[src/rtl/sram_share_pkg.sv]
package sram_share_pkg;

  localparam int unsigned WORD_W = 16;
  localparam int unsigned LANES  = 2;

  function automatic logic [LANES-1:0] lane_sel_n(input logic is_wr, input logic [LANES-1:0] be);
    return is_wr ? ~be : '0;
  endfunction

  function automatic logic rose(input logic now_v, input logic prev_v);
    return now_v & ~prev_v;
  endfunction

endpackage

[src/rtl/sram_req_detect.sv]
module sram_req_detect #(
  parameter int unsigned CPU_AW  = 24,
  parameter int unsigned SRAM_AW = 20,
  parameter logic [CPU_AW-SRAM_AW-1:0] WIN_TAG = 4'h2
) (
  input  logic              clk,
  input  logic              rst_n,
  input  logic              rd_en_i,
  input  logic              wr_en_i,
  input  logic [CPU_AW-1:0] addr_i,
  input  logic              busy_i,
  output logic              edge_o,
  output logic              in_win_o,
  output logic              start_o,
  output logic              start_wr_o
);
  import sram_share_pkg::*;

  localparam int unsigned TAG_W = CPU_AW - SRAM_AW;

  logic rd_q, wr_q;
  logic rd_rise, wr_rise;

  function automatic logic tag_hit(input logic [CPU_AW-1:0] a);
    return a[CPU_AW-1 -: TAG_W] == WIN_TAG;
  endfunction

  always_ff @(posedge clk) begin
    if (!rst_n) begin
      rd_q <= 1'b0;
      wr_q <= 1'b0;
    end else begin
      rd_q <= rd_en_i;
      wr_q <= wr_en_i;
    end
  end

  always_comb begin
    rd_rise    = rose(rd_en_i, rd_q);
    wr_rise    = rose(wr_en_i, wr_q);
    edge_o     = rd_rise | wr_rise;
    in_win_o   = tag_hit(addr_i);
    start_o    = rst_n & edge_o & in_win_o & ~busy_i;
    start_wr_o = wr_rise;
  end

endmodule

[src/rtl/sram_cycle_seq.sv]
module sram_cycle_seq #(
  parameter int unsigned SRAM_AW    = 20,
  parameter int unsigned ACC_CYCLES = 3
) (
  input  logic               clk,
  input  logic               rst_n,
  input  logic               start_i,
  input  logic               start_wr_i,
  input  logic [SRAM_AW-1:0] addr_i,
  input  logic [1:0]         be_i,
  input  logic [15:0]        wdata_i,
  input  logic [15:0]        sram_rd_i,
  output logic               busy_o,
  output logic               strobe_o,
  output logic               ack_o,
  output logic               lat_wr_o,
  output logic [SRAM_AW-1:0] lat_addr_o,
  output logic [1:0]         lat_be_o,
  output logic [15:0]        lat_wdata_o,
  output logic [15:0]        rdata_o
);

  localparam int unsigned CW = (ACC_CYCLES > 1) ? $clog2(ACC_CYCLES) : 1;
  localparam logic [CW-1:0] LAST_PH   = CW'(ACC_CYCLES - 1);
  localparam logic [CW-1:0] STROBE_PH = CW'(ACC_CYCLES / 2);

  logic [CW-1:0] phase;

  always_ff @(posedge clk) begin
    if (!rst_n) begin
      busy_o      <= 1'b0;
      phase       <= '0;
      ack_o       <= 1'b0;
      lat_wr_o    <= 1'b0;
      lat_addr_o  <= '0;
      lat_be_o    <= '0;
      lat_wdata_o <= '0;
      rdata_o     <= '0;
    end else begin
      ack_o <= 1'b0;
      if (busy_o) begin
        if (phase == LAST_PH) begin
          busy_o <= 1'b0;
          phase  <= '0;
          ack_o  <= 1'b1;
          if (!lat_wr_o) rdata_o <= sram_rd_i;
        end else begin
          phase <= phase + 1'b1;
        end
      end else if (start_i) begin
        busy_o      <= 1'b1;
        phase       <= '0;
        lat_wr_o    <= start_wr_i;
        lat_addr_o  <= addr_i;
        lat_be_o    <= be_i;
        lat_wdata_o <= wdata_i;
      end
    end
  end

  assign strobe_o = busy_o & lat_wr_o & (phase == STROBE_PH);

endmodule

[src/rtl/sram_pin_mux.sv]
module sram_pin_mux #(
  parameter int unsigned SRAM_AW = 20
) (
  input  logic               busy_i,
  input  logic               strobe_i,
  input  logic               wr_i,
  input  logic [SRAM_AW-1:0] cpu_addr_i,
  input  logic [1:0]         be_i,
  input  logic [15:0]        wdata_i,
  input  logic [SRAM_AW-1:0] vid_addr_i,
  input  logic [15:0]        sram_dq_i,
  output logic [15:0]        vid_pix_o,
  output logic [SRAM_AW-1:0] sram_addr_o,
  output logic [15:0]        sram_dq_o,
  output logic               sram_dq_oe_o,
  output logic               sram_we_n_o,
  output logic               sram_oe_n_o,
  output logic               sram_ub_n_o,
  output logic               sram_lb_n_o
);
  import sram_share_pkg::*;

  logic       cpu_wr;
  logic [1:0] sel_n;

  always_comb begin
    cpu_wr       = busy_i & wr_i;
    sel_n        = lane_sel_n(cpu_wr, be_i);
    sram_addr_o  = busy_i ? cpu_addr_i : vid_addr_i;
    sram_dq_o    = wdata_i;
    sram_dq_oe_o = cpu_wr;
    sram_we_n_o  = ~strobe_i;
    sram_oe_n_o  = cpu_wr;
    sram_ub_n_o  = sel_n[1];
    sram_lb_n_o  = sel_n[0];
    vid_pix_o    = sram_dq_i;
  end

endmodule

[src/rtl/sram_share_glue.sv]
module sram_share_glue #(
  parameter int unsigned CPU_AW     = 24,
  parameter int unsigned SRAM_AW    = 20,
  parameter logic [CPU_AW-SRAM_AW-1:0] WIN_TAG = 4'h2,
  parameter int unsigned ACC_CYCLES = 3
) (
  input  logic               clk,
  input  logic               rst_n,
  input  logic               cpu_rd_en,
  input  logic               cpu_wr_en,
  input  logic [CPU_AW-1:0]  cpu_addr,
  input  logic [1:0]         cpu_be,
  input  logic [15:0]        cpu_wdata,
  output logic [15:0]        cpu_rdata,
  output logic               cpu_ack,
  input  logic [SRAM_AW-1:0] vid_addr,
  output logic [15:0]        vid_pix,
  output logic [SRAM_AW-1:0] sram_addr,
  output logic [15:0]        sram_dq_o,
  output logic               sram_dq_oe,
  input  logic [15:0]        sram_dq_i,
  output logic               sram_we_n,
  output logic               sram_oe_n,
  output logic               sram_ub_n,
  output logic               sram_lb_n
);

  logic               req_edge, req_in_win, req_start, req_start_wr;
  logic               acc_busy, acc_strobe;
  logic               lat_wr;
  logic [SRAM_AW-1:0] lat_addr;
  logic [1:0]         lat_be;
  logic [15:0]        lat_wdata;

  sram_req_detect #(.CPU_AW(CPU_AW), .SRAM_AW(SRAM_AW), .WIN_TAG(WIN_TAG)) u_detect (
    .clk(clk), .rst_n(rst_n), .rd_en_i(cpu_rd_en), .wr_en_i(cpu_wr_en),
    .addr_i(cpu_addr), .busy_i(acc_busy), .edge_o(req_edge),
    .in_win_o(req_in_win), .start_o(req_start), .start_wr_o(req_start_wr)
  );

  sram_cycle_seq #(.SRAM_AW(SRAM_AW), .ACC_CYCLES(ACC_CYCLES)) u_seq (
    .clk(clk), .rst_n(rst_n), .start_i(req_start), .start_wr_i(req_start_wr),
    .addr_i(cpu_addr[SRAM_AW-1:0]), .be_i(cpu_be), .wdata_i(cpu_wdata),
    .sram_rd_i(sram_dq_i), .busy_o(acc_busy), .strobe_o(acc_strobe),
    .ack_o(cpu_ack), .lat_wr_o(lat_wr), .lat_addr_o(lat_addr),
    .lat_be_o(lat_be), .lat_wdata_o(lat_wdata), .rdata_o(cpu_rdata)
  );

  sram_pin_mux #(.SRAM_AW(SRAM_AW)) u_mux (
    .busy_i(acc_busy), .strobe_i(acc_strobe), .wr_i(lat_wr),
    .cpu_addr_i(lat_addr), .be_i(lat_be), .wdata_i(lat_wdata),
    .vid_addr_i(vid_addr), .sram_dq_i(sram_dq_i), .vid_pix_o(vid_pix),
    .sram_addr_o(sram_addr), .sram_dq_o(sram_dq_o), .sram_dq_oe_o(sram_dq_oe),
    .sram_we_n_o(sram_we_n), .sram_oe_n_o(sram_oe_n),
    .sram_ub_n_o(sram_ub_n), .sram_lb_n_o(sram_lb_n)
  );

endmodule

[config.mk]
export PLATFORM = sky130hd
export DESIGN_NAME = sram_share_glue
export DESIGN_NICKNAME = d
export VERILOG_FILES = /design/src/rtl/sram_share_pkg.sv /design/src/rtl/sram_req_detect.sv /design/src/rtl/sram_cycle_seq.sv /design/src/rtl/sram_pin_mux.sv /design/src/rtl/sram_share_glue.sv
export SDC_FILE = /design/constraint.sdc
export NUM_CORES = 1
export LEC_CHECK = 0
export BUFFER_PORTS_ARGS = -buffer_cell sky130_fd_sc_hd__buf_2
export CORE_MARGIN = 2
export CORE_UTILIZATION = 33
export DETAILED_ROUTE_END_ITERATION = 10
export PLACE_DENSITY = 0.75
export SYNTH_ARGS = -nofsm -noshare
export SYNTH_HDL_FRONTEND = slang
export SYNTH_SLANG_ARGS = --single-unit
export TNS_END_PERCENT = 1
[constraint.sdc]
create_clock -name clk -period 1.3 [get_ports clk]
set_input_delay 0.065 -clock clk [delete_from_list [all_inputs] [get_ports clk]]
set_output_delay 0.065 -clock clk [all_outputs]
set_load 0.1 [all_outputs]
# Yosys cells after proc, flatten, opt, wreduce, memory -nomap -nowiden
# Cells that the tools add are included.
[totals] elab_cells=41 output_inout_bits=74 ff_bits=61 input_bits=82
[op_classes] bitwise=14 addsub=1 reduce_logical=4 eq_ne=3 n_mux=9
[op_table] op="20-bit 2-to-1 mux" n=1
[op_table] op="2-bit 2-to-1 mux" n=4
[op_table] op="1-bit AND" n=7
[op_table] op="1-bit inverter" n=5
[op_table] op="4-bit by 2-bit == test with 1-bit output (second input constant)" n=1
[op_table] op="1-bit 2-to-1 mux" n=4
[op_table] op="2-bit AND reduction" n=2
[op_table] op="3-bit AND reduction" n=1
[op_table] op="2-bit by 1-bit adder with 2-bit output (second input constant)" n=1
[op_table] op="2-bit by 1-bit == test with 1-bit output (second input constant)" n=1
[op_table] op="2-bit == test (second input constant)" n=1
[op_table] op="2-bit inverter" n=1
[op_table] op="2-bit nonzero test" n=1
[op_table] op="1-bit OR" n=1

# Longest topological paths before layout
[depth] word_depth=8 mapped_depth=6 mapped_depth_nobuf=3

# Modules after synthesis
# From an unflattened synthesis, not the netlist that was laid out.
[hier_totals] hier_cells=327 hier_area_um2=2810.2
[modules_own_cells] module="sram_cycle_seq" cells_per_inst=258 seq_area_each_um2=1181.1 area_each_um2=2177.1 instances=1
[modules_own_cells] module="sram_pin_mux" cells_per_inst=59 seq_area_each_um2=0.0 area_each_um2=523.0 instances=1
[modules_own_cells] module="sram_req_detect" cells_per_inst=10 seq_area_each_um2=40.0 area_each_um2=110.1 instances=1

# Worst setup path after synthesis
# No wires, ideal clock.
[synth_path] kind="register to output" startpoint="reg u_seq.busy_o" endpoint="out sram_lb_n" path_buffers=2 path_slack_ns=-0.918 t_arrival_ns=2.153 stages_incl_launch_ff=5 path_cell_list="dfxtp_1 -> buf_2 -> clkbuf_1 -> nand2_1 -> nor2_1"
[synth_between] elab_chain_len=2
[synth_rtl] item="from (decl)" line_no="sram_cycle_seq.sv:13" text="output logic busy_o,"
[synth_rtl] item="from (signal assigned)" line_no="sram_cycle_seq.sv:31" text="busy_o <= 1'b0;"
[synth_rtl] item="from (signal assigned)" line_no="sram_cycle_seq.sv:43" text="busy_o <= 1'b0;"
[synth_rtl] item="from (signal assigned)" line_no="sram_cycle_seq.sv:51" text="busy_o <= 1'b1;"
[synth_rtl] item="1-bit AND" line_no="sram_pin_mux.sv:27" text="cpu_wr = busy_i & wr_i;"
[synth_rtl] item="2-bit 2-to-1 mux" line_no="sram_share_pkg.sv:7" text="return is_wr ? ~be : '0;"
[synth_rtl] item="to (decl)" line_no="sram_share_glue.sv:25" text="output logic sram_lb_n"
# No other way between the ends.

# Worst setup path in the final report
[layout_path] startpoint="reg u_seq.busy_o" endpoint="out sram_addr[8]"
[layout_between] elab_chain_len=1
[layout_rtl] item="20-bit 2-to-1 mux" line_no="sram_pin_mux.sv:29" text="sram_addr_o = busy_i ? cpu_addr_i : vid_addr_i;"
[layout_rtl] item="to (decl)" line_no="sram_share_glue.sv:18" text="output logic [SRAM_AW-1:0] sram_addr,"
# No other way between the ends.

==> impl_metrics.ini <==
[setup_path]
start_kind = register
cpMaxStageDelayCell = mux2_2
cpMostUsedCell = buf_12
worstPathMaxFanout = 17
r2r_start = u_seq.busy_o
crit_path_max_incr_delay_ns = 0.38
worstRegToRegCells = 4
arrival_ns = 1.42
critPathRequiredTime_ns = 1.24
rr_endpoint = u_seq.lat_wdata_o[3]
critPathKind = reg2out
cp_cell_sequence = buf_12 -> mux2_2 -> buf_12
endpoint_kind = primary output
reg2reg_slack_ns = -0.05

[logic_synthesis]
async_reset_ff_share_pct = 0
synth_nets = 391
yosys-top-cells-count = 100 x nand2_1, 61 x dfxtp_1, 39 x mux2i_1
yosysMostFrequentCell = nand2_1
synth.area.top_cells = dfxtp_1 44%, mux2i_1 14%, nand2_1 14%
yosysTopAreaCell = dfxtp_1
synth_ff_type = dfxtp_1
ys_ff_latch = 61
synth_top_area_share_pct = 44.10
ys.warnings.count = 0
synth_edf_count = 0
ys_seq_area_share_pct = 44.10
synthDistinctLibCells = 28
syn_avg_cell_area_um2 = 8.961
netlist_area_mm2 = 0.002769
synth_cells = 309

[pwr]
p_per_area_mw_per_mm2 = 1051
cellLeakagePower_nw = 2.256
power_frac_seq_pct = 37.5
sw_frac_of_total_pct = 28.62
ir_drop_mv = 0.5240
switching_power_mw = 1.448
combPwrFrac_pct = 22.9
p_int_mw = 3.612
pwr-share-clk_pct = 39.7

[routing]
via_per_inst = 4.404
vias = 2726
wl_per_cell_um = 13.29
remaining_drc_errors = 0
wirelength_mm = 8.228
drt-initial-drc-count = 65
ant_nets = 0
dr.pass1.iters = 6

[die]
io_pins = 156
row_count = 33
die_area_mm2 = 0.009139
core-area_mm2 = 0.008175
fp.dieW_um = 95.60
die_h_um = 95.60
start_util_pct = 33.87

[grt]
antenna_found_initial = 0
grt_pass1_wl_mm = 13.05
overflow = 0
grt_max_degree = 40
grt_pass1_vias = 2961
grt_usage_pct = 18.72

[timing]
finClkSkew_ns = 0.009093
min_period_over_period_pct = 114.5
hold_viol_final = 0
final_max_slew_viol_count = 0
setup_viol = 36
relSlewSlack_pct = 66.76
fmax_mhz = 671.6
fin_ws_ns = -0.1890
period_needed_ns = 1.489
tightest_slew_ns = 0.5020
rsz0062_at_grt = true

[min_path]
hp-class = in2reg
hold_end = u_seq.lat_addr_o[17]
min_from = rst_n
min_path_cells = 3

[outcome]
violations = negative setup slack
outcome = finished, violations left

[cells_and_area]
antenna_cells = 0
nets = 591
area_growth_pct = 73.79
drive_gt1_share_pct = 42.02
nFillCells = 673
stdcell_area_mm2 = 0.004812

[clock_network]
htreeDepth = 3
path_clk_slew_ns = 0.06
root_buffer = clkbuf_8
cts_sinks = 61
clock_latency_ns = 0.33
cts.path.max_buffers = 2
numCtsBuffers = 9
cts_tree = built

[place]
portBuffers = 155
place_ws_ns = -0.05787
dp_hpwl_mm = 5.288
placed_area_mm2 = 0.003961
place_congestion = 0.7055

[run]
timing.max_cap.violations = 0
[cell type report]
cell class / instances / area [um2] / share of cell area, %
Sequential cell: 61 / 1225 / 25.45
Timing Repair Buffer: 226 / 1853 / 38.51
Clock buffer: 13 / 178.9 / 3.718
Multi-Input combinational cell: 195 / 1295 / 26.91
Inverter: 16 / 63.81 / 1.326
Tap cell: 105 / 131.4 / 2.730
Clock inverter: 3 / 65.06 / 1.352
[worst max-delay path by stage]
stage / startpoint / to / depth (start not counted)
2_1_floorplan: u_seq.busy_o / sram_oe_n / 5
3_3_place_gp: u_seq.busy_o / sram_addr[5] / 3
3_5_place_dp: cpu_addr[20] / u_seq.lat_wdata_o[14] / 5
4_1_cts: u_seq.busy_o / sram_addr[5] / 3
5_1_grt: u_seq.busy_o / sram_addr[12] / 3
6_report: u_seq.busy_o / sram_addr[8] / 3
[cells in the final DEF, fill, tap and decap left out]
master,instances
clkinv_2,1
nor2b_1,2
bufinv_16,2
a41o_1,1
buf_12,27
nor3b_2,1
and3_1,1
buf_4,12
clkinv_1,1
a21oi_1,17
nand2_1,99
o211ai_1,1
buf_6,1
nor3_1,1
mux2_4,4
a22o_1,1
dlygate4sd3_1,56
nor4b_4,1
buf_2,130
nor2_4,2
o2111a_2,1
nand2_8,1
dfxtp_4,1
o2111ai_2,1
nand4bb_1,1
clkinvlp_4,1
inv_1,14
and2_1,2
clkbuf_8,13
mux2_2,16
nor4_1,1
dfxtp_1,60
o21ai_0,1
and4bb_4,1
mux2i_1,39
[routing by layer]
metal	routed length, um	vias up	global-route usage, %
li1	-	1386	-
met1	3065	1212	17.83
met5	0	-	0
met2	4393	113	36.77
met4	177	0	8.452
met3	591	15	4.980
[worst max-delay path: cells and delay by family (launching register included)]
kind | cells | cell delay [ns]
DFF | 1 | 0.37
buffers and inverters | 2 | 0.33
muxes | 1 | 0.38
[kinds of logic (layout without fill, tap and decap cells)]
kind of cell | after synthesis | in the layout | share of synthesized area (%)
multiplexers | 59 | 59 | 22.23
AO/OA/AOI/OAI | 23 | 23 | 5.151
buffers and inverters | 53 | 258 | 11.16
AND/OR/NAND/NOR | 113 | 113 | 17.35
flip-flops | 61 | 61 | 44.10
[flip-flops by register name, indices dropped and copies added, names as in the netlist]
signal,flops
u_detect.rd_q,1
u_seq.lat_wr_o,1
u_seq.ack_o,1
u_seq.phase,2
u_detect.wr_q,1
u_seq.busy_o,1
u_seq.lat_wdata_o,16
u_seq.lat_be_o,2
u_seq.rdata_o,16
u_seq.lat_addr_o,20
[through the flow]
stage / TNS, ns / cells / hold slack (ns) / power, mW / util [%]
after floorplan: -0.2849 / 309 / 0.1867 / 2.631 / -
after global placement: 0 / 547 / 0.2827 / 2.938 / 48.45
after detailed placement: -0.7242 / 547 / 0.2900 / 2.950 / 48.45
after CTS: -4.624 / 619 / 0.06760 / 5.105 / 58.77
after global routing: -7.173 / 619 / 0.08150 / 5.273 / 58.86
final: -3.728 / 619 / 0.08489 / 5.060 / 58.86
[power groups by stage]
| stage | logic, mW | clock network, mW | registers [mW] |
|---|---|---|---|
| 3_5_place_dp | 1.01 | 0 | 1.94 |
| 2_1_floorplan | 0.655 | 0 | 1.98 |
| 3_3_place_gp | 1.00 | 0 | 1.94 |
| 6_report | 1.16 | 2.01 | 1.90 |
| 5_1_grt | 1.21 | 2.16 | 1.90 |
| 4_1_cts | 1.15 | 2.06 | 1.89 |
[repair_timing]
action | CTS | global route
setup buffers | 0 | 0
endpoints found under the setup margin | 45 | 52
pin swaps | 1 | 0
resized for setup | 11 | 2
hold buffers | 56 | 0
endpoints found under the hold margin | 56 | 0
(Power assumes the default switching activity.)
